--- src/rtl/mgmt_rx_pkg.sv ---
package mgmt_rx_pkg;

  // Frame tracking in the shifter
  typedef enum logic [1:0] {
    FR_IDLE = 2'd0,  // no frame open
    FR_HUNT = 2'd1,  // carrier active, searching for the start byte
    FR_BODY = 2'd2   // start byte seen, counting status bits
  } frame_state_e;

  // Saturating increment used by the status bit counter
  function automatic int unsigned sat_inc(input int unsigned v, input int unsigned lim);
    return (v >= lim) ? lim : v + 1;
  endfunction

endpackage

--- src/rtl/mgmt_sync.sv ---
module mgmt_sync #(
  parameter int W      = 3,
  parameter int STAGES = 2
) (
  input  logic         clk,
  input  logic         rst_n,
  input  logic [W-1:0] d,
  output logic [W-1:0] q
);

  localparam int LAST = STAGES - 1;

  for (genvar b = 0; b < W; b++) begin : g_bit
    logic [STAGES-1:0] chain;
    always_ff @(posedge clk) begin
      if (!rst_n) chain <= '0;
      else        chain <= {chain[STAGES-2:0], d[b]};
    end
    assign q[b] = chain[LAST];
  end

endmodule

--- src/rtl/mgmt_shifter.sv ---
module mgmt_shifter
  import mgmt_rx_pkg::*;
#(
  parameter int              REC_BITS = 56,
  parameter int              SFD_W    = 8,
  parameter logic [SFD_W-1:0] SFD_VAL = 8'hD5
) (
  input  logic                clk,
  input  logic                rst_n,
  input  logic                en,
  input  logic                crs_pol,
  input  logic                crs_s,
  input  logic                rxc_s,
  input  logic                rxd_s,
  output logic                done,
  output logic                good,
  output logic [REC_BITS-1:0] window
);

  localparam int CNT_W = $clog2(REC_BITS + 1);
  localparam logic [CNT_W-1:0] CNT_FULL = CNT_W'(REC_BITS);

  frame_state_e     state;
  logic [SFD_W-1:0] sfd_sh;
  logic [CNT_W-1:0] cnt;
  logic             crs_d, rxc_d;

  logic             act, act_d, car_rise, car_fall, bit_stb;
  logic [SFD_W-1:0] sfd_next;

  always_comb begin
    act      = crs_pol ? crs_s : ~crs_s;
    act_d    = crs_pol ? crs_d : ~crs_d;
    car_rise = act & ~act_d;
    car_fall = ~act & act_d;
    bit_stb  = act & rxc_s & ~rxc_d;
    sfd_next = {rxd_s, sfd_sh[SFD_W-1:1]};
  end

  always_ff @(posedge clk) begin
    if (!rst_n) begin
      crs_d <= 1'b0;
      rxc_d <= 1'b0;
    end else begin
      crs_d <= crs_s;
      rxc_d <= rxc_s;
    end
  end

  always_ff @(posedge clk) begin
    if (!rst_n) begin
      state  <= FR_IDLE;
      sfd_sh <= '0;
      cnt    <= '0;
      window <= '0;
      done   <= 1'b0;
      good   <= 1'b0;
    end else begin
      done <= 1'b0;
      if (!en) begin
        state <= FR_IDLE;
      end else if (car_rise) begin
        state  <= FR_HUNT;
        sfd_sh <= '0;
        cnt    <= '0;
      end else if (car_fall && state != FR_IDLE) begin
        done  <= 1'b1;
        good  <= (state == FR_BODY) && (cnt == CNT_FULL);
        state <= FR_IDLE;
      end else if (bit_stb && state != FR_IDLE) begin
        window <= {rxd_s, window[REC_BITS-1:1]};
        if (state == FR_HUNT) begin
          sfd_sh <= sfd_next;
          if (sfd_next == SFD_VAL) state <= FR_BODY;
        end else begin
          cnt <= CNT_W'(sat_inc(int'(cnt), REC_BITS));
        end
      end
    end
  end

  // the status bit count never passes the record length
  a_r5_cnt_bounded: assert property (@(posedge clk) disable iff (!rst_n)
    cnt <= CNT_FULL);

  // frame end is reported as a single-cycle pulse
  a_r10_done_single: assert property (@(posedge clk) disable iff (!rst_n)
    done |=> !done);

  // with processing disabled no frame end is raised
  a_r9_off_no_done: assert property (@(posedge clk) disable iff (!rst_n)
    !en |=> !done);

endmodule

--- src/rtl/mgmt_validate.sv ---
module mgmt_validate #(
  parameter int REC_BITS = 56,
  parameter int ID_W     = 6,
  parameter int PORT_W   = 4,
  parameter int MAX_PORT = 13,
  parameter int ID_LSB   = 0,
  parameter int PORT_LSB = 8
) (
  input  logic                clk,
  input  logic                rst_n,
  input  logic                done,
  input  logic                good,
  input  logic [REC_BITS-1:0] window,
  input  logic [ID_W-1:0]     id0,
  input  logic [ID_W-1:0]     id1,
  input  logic                rec_ready,
  output logic                rec_valid,
  output logic [REC_BITS-1:0] rec_data,
  output logic                rec_sel,
  output logic [PORT_W-1:0]   rec_port,
  output logic                err_bus,
  output logic                err_port
);

  localparam logic [PORT_W-1:0] PORT_LIM = PORT_W'(MAX_PORT);

  logic [ID_W-1:0]   rid;
  logic [PORT_W-1:0] rport;
  logic              m0, m1, hit, port_ok, load;

  always_comb begin
    rid     = window[ID_LSB +: ID_W];
    rport   = window[PORT_LSB +: PORT_W];
    m0      = (rid == id0);
    m1      = (rid == id1);
    hit     = m0 | m1;
    port_ok = (rport <= PORT_LIM);
    load    = done & good & hit & port_ok;
  end

  always_ff @(posedge clk) begin
    if (!rst_n) begin
      rec_valid <= 1'b0;
      rec_data  <= '0;
      rec_sel   <= 1'b0;
      rec_port  <= '0;
      err_bus   <= 1'b0;
      err_port  <= 1'b0;
    end else begin
      err_bus  <= done & ~good;
      err_port <= done & good & hit & ~port_ok;
      if (rec_valid && rec_ready) rec_valid <= 1'b0;
      if (load && (!rec_valid || rec_ready)) begin
        rec_valid <= 1'b1;
        rec_data  <= window;
        rec_sel   <= ~m0;
        rec_port  <= rport;
      end
    end
  end

  // a record not taken stays put
  a_r11_hold_stable: assert property (@(posedge clk) disable iff (!rst_n)
    (rec_valid && !rec_ready) |=> (rec_valid && $stable(rec_data) &&
                                   $stable(rec_sel) && $stable(rec_port)));

  // no offered record carries an out-of-range port
  a_r8_port_in_range: assert property (@(posedge clk) disable iff (!rst_n)
    rec_valid |-> (rec_port <= PORT_LIM));

  // a new record's ID equals the ID of the section it selects
  a_r6_sel_matches_id: assert property (@(posedge clk) disable iff (!rst_n)
    $rose(rec_valid) |-> (rec_data[ID_LSB +: ID_W] ==
                          (rec_sel ? $past(id1) : $past(id0))));

  // error pulses last one cycle and never coincide
  a_r10_err_pulse: assert property (@(posedge clk) disable iff (!rst_n)
    (err_bus || err_port) |=> !(err_bus || err_port));

  a_r10_err_exclusive: assert property (@(posedge clk) disable iff (!rst_n)
    $onehot0({err_bus, err_port}));

endmodule

--- src/rtl/mgmt_status_rx.sv ---
module mgmt_status_rx #(
  parameter int         REC_BITS = 56,
  parameter int         ID_W     = 6,
  parameter int         PORT_W   = 4,
  parameter int         MAX_PORT = 13,
  parameter int         ID_LSB   = 0,
  parameter int         PORT_LSB = 8,
  parameter int         SFD_W    = 8,
  parameter logic [7:0] SFD_VAL  = 8'hD5,
  parameter int         STAGES   = 2
) (
  input  logic                clk,
  input  logic                rst_n,
  input  logic                en,
  input  logic                crs_pol,
  input  logic [ID_W-1:0]     id0,
  input  logic [ID_W-1:0]     id1,
  input  logic                mrxc,
  input  logic                mrxd,
  input  logic                mcrs,
  output logic                rec_valid,
  input  logic                rec_ready,
  output logic [REC_BITS-1:0] rec_data,
  output logic                rec_sel,
  output logic [PORT_W-1:0]   rec_port,
  output logic                err_bus,
  output logic                err_port
);

  localparam int NSYNC = 3;

  logic [NSYNC-1:0]    sync_q;
  logic                done, good;
  logic [REC_BITS-1:0] window;

  mgmt_sync #(.W(NSYNC), .STAGES(STAGES)) sync_i (
    .clk   (clk),
    .rst_n (rst_n),
    .d     ({mcrs, mrxc, mrxd}),
    .q     (sync_q)
  );

  mgmt_shifter #(
    .REC_BITS (REC_BITS),
    .SFD_W    (SFD_W),
    .SFD_VAL  (SFD_W'(SFD_VAL))
  ) shift_i (
    .clk     (clk),
    .rst_n   (rst_n),
    .en      (en),
    .crs_pol (crs_pol),
    .crs_s   (sync_q[2]),
    .rxc_s   (sync_q[1]),
    .rxd_s   (sync_q[0]),
    .done    (done),
    .good    (good),
    .window  (window)
  );

  mgmt_validate #(
    .REC_BITS (REC_BITS),
    .ID_W     (ID_W),
    .PORT_W   (PORT_W),
    .MAX_PORT (MAX_PORT),
    .ID_LSB   (ID_LSB),
    .PORT_LSB (PORT_LSB)
  ) val_i (
    .clk       (clk),
    .rst_n     (rst_n),
    .done      (done),
    .good      (good),
    .window    (window),
    .id0       (id0),
    .id1       (id1),
    .rec_ready (rec_ready),
    .rec_valid (rec_valid),
    .rec_data  (rec_data),
    .rec_sel   (rec_sel),
    .rec_port  (rec_port),
    .err_bus   (err_bus),
    .err_port  (err_port)
  );

endmodule

--- config.mk ---
export PLATFORM = sky130hd
export DESIGN_NAME = mgmt_status_rx
export DESIGN_NICKNAME = d
export VERILOG_FILES = /design/src/rtl/mgmt_rx_pkg.sv /design/src/rtl/mgmt_sync.sv /design/src/rtl/mgmt_shifter.sv /design/src/rtl/mgmt_validate.sv /design/src/rtl/mgmt_status_rx.sv
export SDC_FILE = /design/constraint.sdc
export NUM_CORES = 1
export LEC_CHECK = 0
export ABC_AREA = 1
export BUFFER_PORTS_ARGS = -buffer_cell sky130_fd_sc_hd__buf_2
export CAP_MARGIN = 30
export CORE_UTILIZATION = 35
export DETAILED_ROUTE_END_ITERATION = 10
export PLACE_DENSITY_LB_ADDON = 0.3
export SYNTH_ARGS = -nofsm -noshare
export SYNTH_HDL_FRONTEND = slang
export SYNTH_SLANG_ARGS = --single-unit
--- constraint.sdc ---
create_clock -name clk -period 1.5 [get_ports clk]
set_input_delay 0.3 -clock clk [delete_from_list [all_inputs] [get_ports clk]]
set_output_delay 0.3 -clock clk [all_outputs]
set_load 0.01 [all_outputs]
Word level (Yosys, flattened, before mapping)
Index checks and enable logic that the tools add are counted.

Add/sub/neg operators: 1. Magnitude comparators: 2. Equal/unequal tests: 8. Mux-type cells: 19. Bitwise logic cells: 22. Reduce and logical (&&, ||, !) cells: 23.

Operators with widths (number): 8-bit two-way mux (4); 6-bit two-way mux (5); 6-bit == test (2); 1-bit NOT (12); 4-bit AND reduction (3); 1-bit two-way mux (10); 1-bit AND (9); 3-bit AND reduction (3); 3-bit nonzero test (3); 8-bit == test, second input constant (1); 2-bit nonzero test (4); 6-bit by 1-bit adder with 6-bit output, second input constant (1); 6-bit == test, second input constant (1); 6-bit greater-or-equal comparator, second input constant (1); 1-bit logical AND (5); 4-bit <= comparator, second input constant (1); 2-bit by 1-bit inequality test with 1-bit output, second input constant (2); 4-bit OR reduction (1); 3-bit OR reduction (1); 2-bit by 1-bit == test with 1-bit output, second input constant (1); 2-bit == test, second input constant (1); 2-bit AND reduction (1); 1-bit logical NOT (1); 1-bit logical OR (1); 1-bit bitwise OR (1).

Bits in registers: 146. Input bits: 20. Output and inout bits: 64.

Depth between registers and ports, before layout
Word-level depth: 8. Depth in mapped cells: 11. Gate-level depth less buffers: 10.

Modules after synthesis
A second synthesis with hierarchy kept.

Cells, all modules: 999. Area, all modules: 6422.4 um^2.

Modules (own cells, without submodules): mgmt_shifter (instances 1, cells each 535, area an instance 3513.4 um^2, seq. area each 1501.4 um^2); mgmt_validate (instances 1, cells each 443, area an instance 2721.4 um^2, seq. area each 1201.2 um^2); mgmt_sync (instances 1, cells each 21, area an instance 187.7 um^2, seq. area each 120.1 um^2).

Least setup slack after synthesis
OpenSTA, ideal clock, no wires.

Kind: reg-to-reg. Start point: reg shift_i.window[4]. End point: reg val_i.rec_sel. Data arrival time: 1316 ps. Required time: 1387 ps. Setup slack: 71 ps. Stages on the path, launching flop included: 12. Buffers on the path: 2. Period minus slack after synthesis: 1429 ps. Path through: dfxtp_1 inv_2 nand2_1 nand2_1 nor2_1 nand3_1 nand2_1 nand4_2 buf_6 buf_6 nor2_1 nor2_1.

Word-level cells in the longest chain between the ends: 5. Elaborated cells between the ends (all ways): 7. Those cells by class: eq/ne: 2; bitwise: 4; reduce/logical: 1.

Ends and longest elaborated chain: from (decl) (line mgmt_shifter.sv:17) `output logic [REC_BITS-1:0] window`; from (signal assigned) (line mgmt_shifter.sv:71) `window <= {rxd_s, window[REC_BITS-1:1]};`; 6-bit == test, on equally long branches (line mgmt_validate.sv:34, mgmt_validate.sv:35); 1-bit bitwise OR (line mgmt_validate.sv:36) `hit = m0 | m1;`; 1-bit AND (2 in series) (line mgmt_validate.sv:38) `load = done & good & hit & port_ok;`; 1-bit logical AND (line mgmt_validate.sv:53) `if (load && (!rec_valid || rec_ready)) begin`; to (signal assigned) (line mgmt_validate.sv:56) `rec_sel <= ~m0;`; to (decl) (line mgmt_validate.sv:19) `output logic rec_sel,`.

Several ways; a longest one is shown, not always the timed one. A chain may end at the register's enable or synchronous reset.

Worst setup path after layout
Start point: reg shift_i.window[5]. End point: reg val_i.rec_data[27].

Word-level cells in the longest chain between the ends: 5. Elaborated cells between the ends (all ways): 6. Those cells by class: eq/ne: 2; bitwise: 3; reduce/logical: 1.

Ends and longest elaborated chain: 6-bit == test, on equally long branches (line mgmt_validate.sv:34, mgmt_validate.sv:35); 1-bit bitwise OR (*) (line mgmt_validate.sv:36); 1-bit AND (*) (2 in series) (line mgmt_validate.sv:38); 1-bit logical AND (*) (line mgmt_validate.sv:53); to (signal assigned) (line mgmt_validate.sv:55) `rec_data <= window;`; to (decl) (line mgmt_validate.sv:18) `output logic [REC_BITS-1:0] rec_data,`.

Mark *: on every way between the ends. The rest lies on a longest branch, timed or not.

==> flow_metrics.py <==
metrics = {
    "hold_path": {
        "hold_path.class": "in -> reg",
        "holdPathStages": 3,
    },
    "global_route": {
        "antenna_found_initial": 0,
        "overflow": 0,
        "grt_max_degree": 44,
        "track_usage": 0.157,
        "grt_pass1_vias": 4435,
        "grt_pass1_wl_um": 20800,
    },
    "setup_path": {
        "cp-start-kind": "register",
        "path_class": "reg -> reg",
        "cp_slowest_cell": "dfxtp_4",
        "critPathMaxStageDelay_ps": 360,
        "cp_data_required_time_ps": 1810,
        "end_kind": "register",
        "crit_chain": "inv_2 > nand2_1 > nand2_1 > nor2_1 > nand3_1 > nand2_2 > nand4_4 > clkbuf_16 > clkbuf_16 > nor2_1 > nor2_2",
        "rr_worst_depth": 11,
        "cp_data_arrival_time_ps": 1990,
        "cp_max_fo": 5,
    },
    "finish": {
        "final_common_cell": "nor2_1",
        "stdcell_area_um2": 8480,
        "areaGrowthSynthToFinish_pct": 48.8,
        "nets": 975,
        "antennaDiodeCount": 0,
        "drive_above_1_share": 0.364,
        "final_util": 0.534,
        "final_cell_mix": "nor2_1 (153), nand2_1 (150), dfxtp_1 (134)",
        "finalNonFillerCells": 1182,
        "fill_cells": 1487,
    },
    "die": {
        "die_w_um": 130,
        "core_um2": 15900,
        "rows": 46,
        "initial_core_util": 0.359,
        "fp.dieArea_um2": 16800,
        "die_h_um": 130,
        "io_pins": 84,
    },
    "yosys": {
        "synth-edff-count": 0,
        "synth_cell_types": 26,
        "avgSynthCellArea_um2": 6.87,
        "yosys_warnings": 0,
        "syn_nets": 852,
        "synth.cell_area_um2": 5700,
        "netlist_instances": 830,
        "ys_seq_area_frac": 0.495,
        "synth-seq-cells": 141,
        "synthArstFlopShare": 0,
        "ys.flop_type": "dfxtp_1",
    },
    "placement": {
        "dp_cells": 1117,
        "io_buffers": 83,
        "dp_hpwl_um": 7850,
        "post_dp_cell_area_um2": 6490,
        "gp_congestion": 0.802,
    },
    "drt": {
        "ant_nets": 0,
        "wl_met1_um": 7140,
        "firstDrtPassIters": 6,
        "drc_errors": 0,
        "first_iter_violations": 228,
        "wl_per_cell_um": 13.1,
        "wirelength_um": 15500,
        "vias_per_cell": 4.47,
        "dr_wl_met3_um": 707,
        "top_layer_used": "met4",
        "wl_met2_um": 7270,
        "vias": 5287,
    },
    "timing": {
        "tightest_slew_ps": 546,
        "fmax_mhz": 598,
        "finalMaxSlewViolations": 0,
        "setup_violations": 116,
        "min_period_ps": 1670,
        "max-slew-margin-rel": 0.636,
        "fin_ws_ps": -173,
        "skew_ps": 7.68,
        "rsz0062_at_grt": "yes",
        "hold_viol_final": 0,
        "period_share": 1.12,
    },
    "clocking": {
        "root_buffer": "clkbuf_16",
        "htree_levels": 4,
        "ctsHoldBuffers": 0,
        "cts-buffers-inserted": 17,
        "cts_tree": "done",
        "cts.clk_slew.worst_paths_ps": 60,
        "cts.sinks": 141,
        "cts.path.max_buffers": 2,
        "clk_latency_ps": 420,
    },
    "power_and_ir_drop": {
        "pwr_density_cell_nw_per_um2": 928,
        "p_total_mw": 7.87,
        "ir_worst_vdd_uv": 868,
        "p_leak_nw": 4.16,
    },
    "job": {
        "cap_violations": 0,
    },
    "outcome": {
        "status": "complete, but fails checks",
        "violations": "negative setup slack",
    },
}
## critical path: cells and delay by family (launching register included)
| family | cells | cell delay (ps) |
|---|---|---|
| flip-flops | 1 | 360 |
| buffers and inverters | 3 | 410 |
| AND/OR/NAND/NOR | 8 | 800 |
## cell type report
cell class	instances	area, um2	area share
well taps	216	270	0.0319
inverters	103	409	0.0483
clock inverters	15	100	0.0118
clock buffers	17	425	0.0502
flip-flops and latches	141	2840	0.335
multi-input cells	543	3000	0.354
repair buffers	147	1430	0.169
## synth_stat cells (4+ instances only)
cell / instances / area share
nor2_1: 233 / 0.15
nand2_1: 191 / 0.13
dfxtp_1: 141 / 0.50
inv_1: 96 / 0.063
o21ai_0: 61 / 0.054
a21oi_1: 22 / 0.019
buf_2: 17 / 0.015
nand3_1: 16 / 0.014
clkbuf_1: 15 / 0.0099
inv_2: 7 / 0.0046
buf_6: 6 / 0.012
buf_4: 4 / 0.0053
## cell families (layout without fill, tap and decap cells)
| logic type | after synthesis | after routing | share of synthesized area |
|---|---|---|---|
| DFF | 141 | 141 | 0.495 |
| xor gates and xnor gates | 3 | 3 | 0.00593 |
| AOI/OAI and AO/OA | 87 | 87 | 0.0779 |
| adders and majority gates | 2 | 2 | 0.00439 |
| and+or+nand+nor | 451 | 451 | 0.306 |
| buffers and inverters | 146 | 282 | 0.110 |
## stage by stage
step                worst slack, ps  hold slack (ps)  TNS (ps)
CTS                           -65.4             50.4     -2570
global placement               -111              394    -10180
floorplan                      70.8              390         0
finish                         -173             63.7    -13660
global route                   -294             53.5    -28130
detailed placement             -128              397    -11270
## flip-flops by register name, indices dropped and copies added (netlist names), 2 cells and up
name / flops
shift_i.cnt: 6
val_i.rec_data: 53
shift_i.state: 2
shift_i.window: 56
sync_i.g_bit.chain: 6
shift_i.sfd_sh: 7
val_i.rec_port: 3
## final timing paths
kind / start / to / slack (ps)
setup reg to reg: shift_i.window[5] / val_i.rec_data[27] / -170
hold reg to reg: sync_i.g_bit[2].chain[0] / sync_i.g_bit[2].chain[1] / 410
hold / removal: mrxc / sync_i.g_bit[1].chain[0] / 60
setup / recovery: shift_i.window[5] / val_i.rec_data[27] / -170
## timing repair
action                     4_1_cts  5_1_grt
setup endpoints to repair      110      127
gates resized for setup         17      245
gates cloned                     2       23
pin swaps                        1       41
setup buffers                    3        5
## power breakdown
part / total [mW] / internal, mW / switching (mW) / leakage, nW
combinational: 0.330 / 0.127 / 0.203 / 2.77
clock: 3.76 / 2.10 / 1.66 / 0.255
sequential: 3.78 / 3.76 / 0.0200 / 1.14
## metal layers
layer | vias to the layer above | global-route usage
met5 | - | 0
met4 | 0 | 0.0752
met3 | 28 | 0.0384
met2 | 108 | 0.251
met1 | 2391 | 0.198
li1 | 2760 | -
Note: power is estimated with default switching activity, not from simulation.
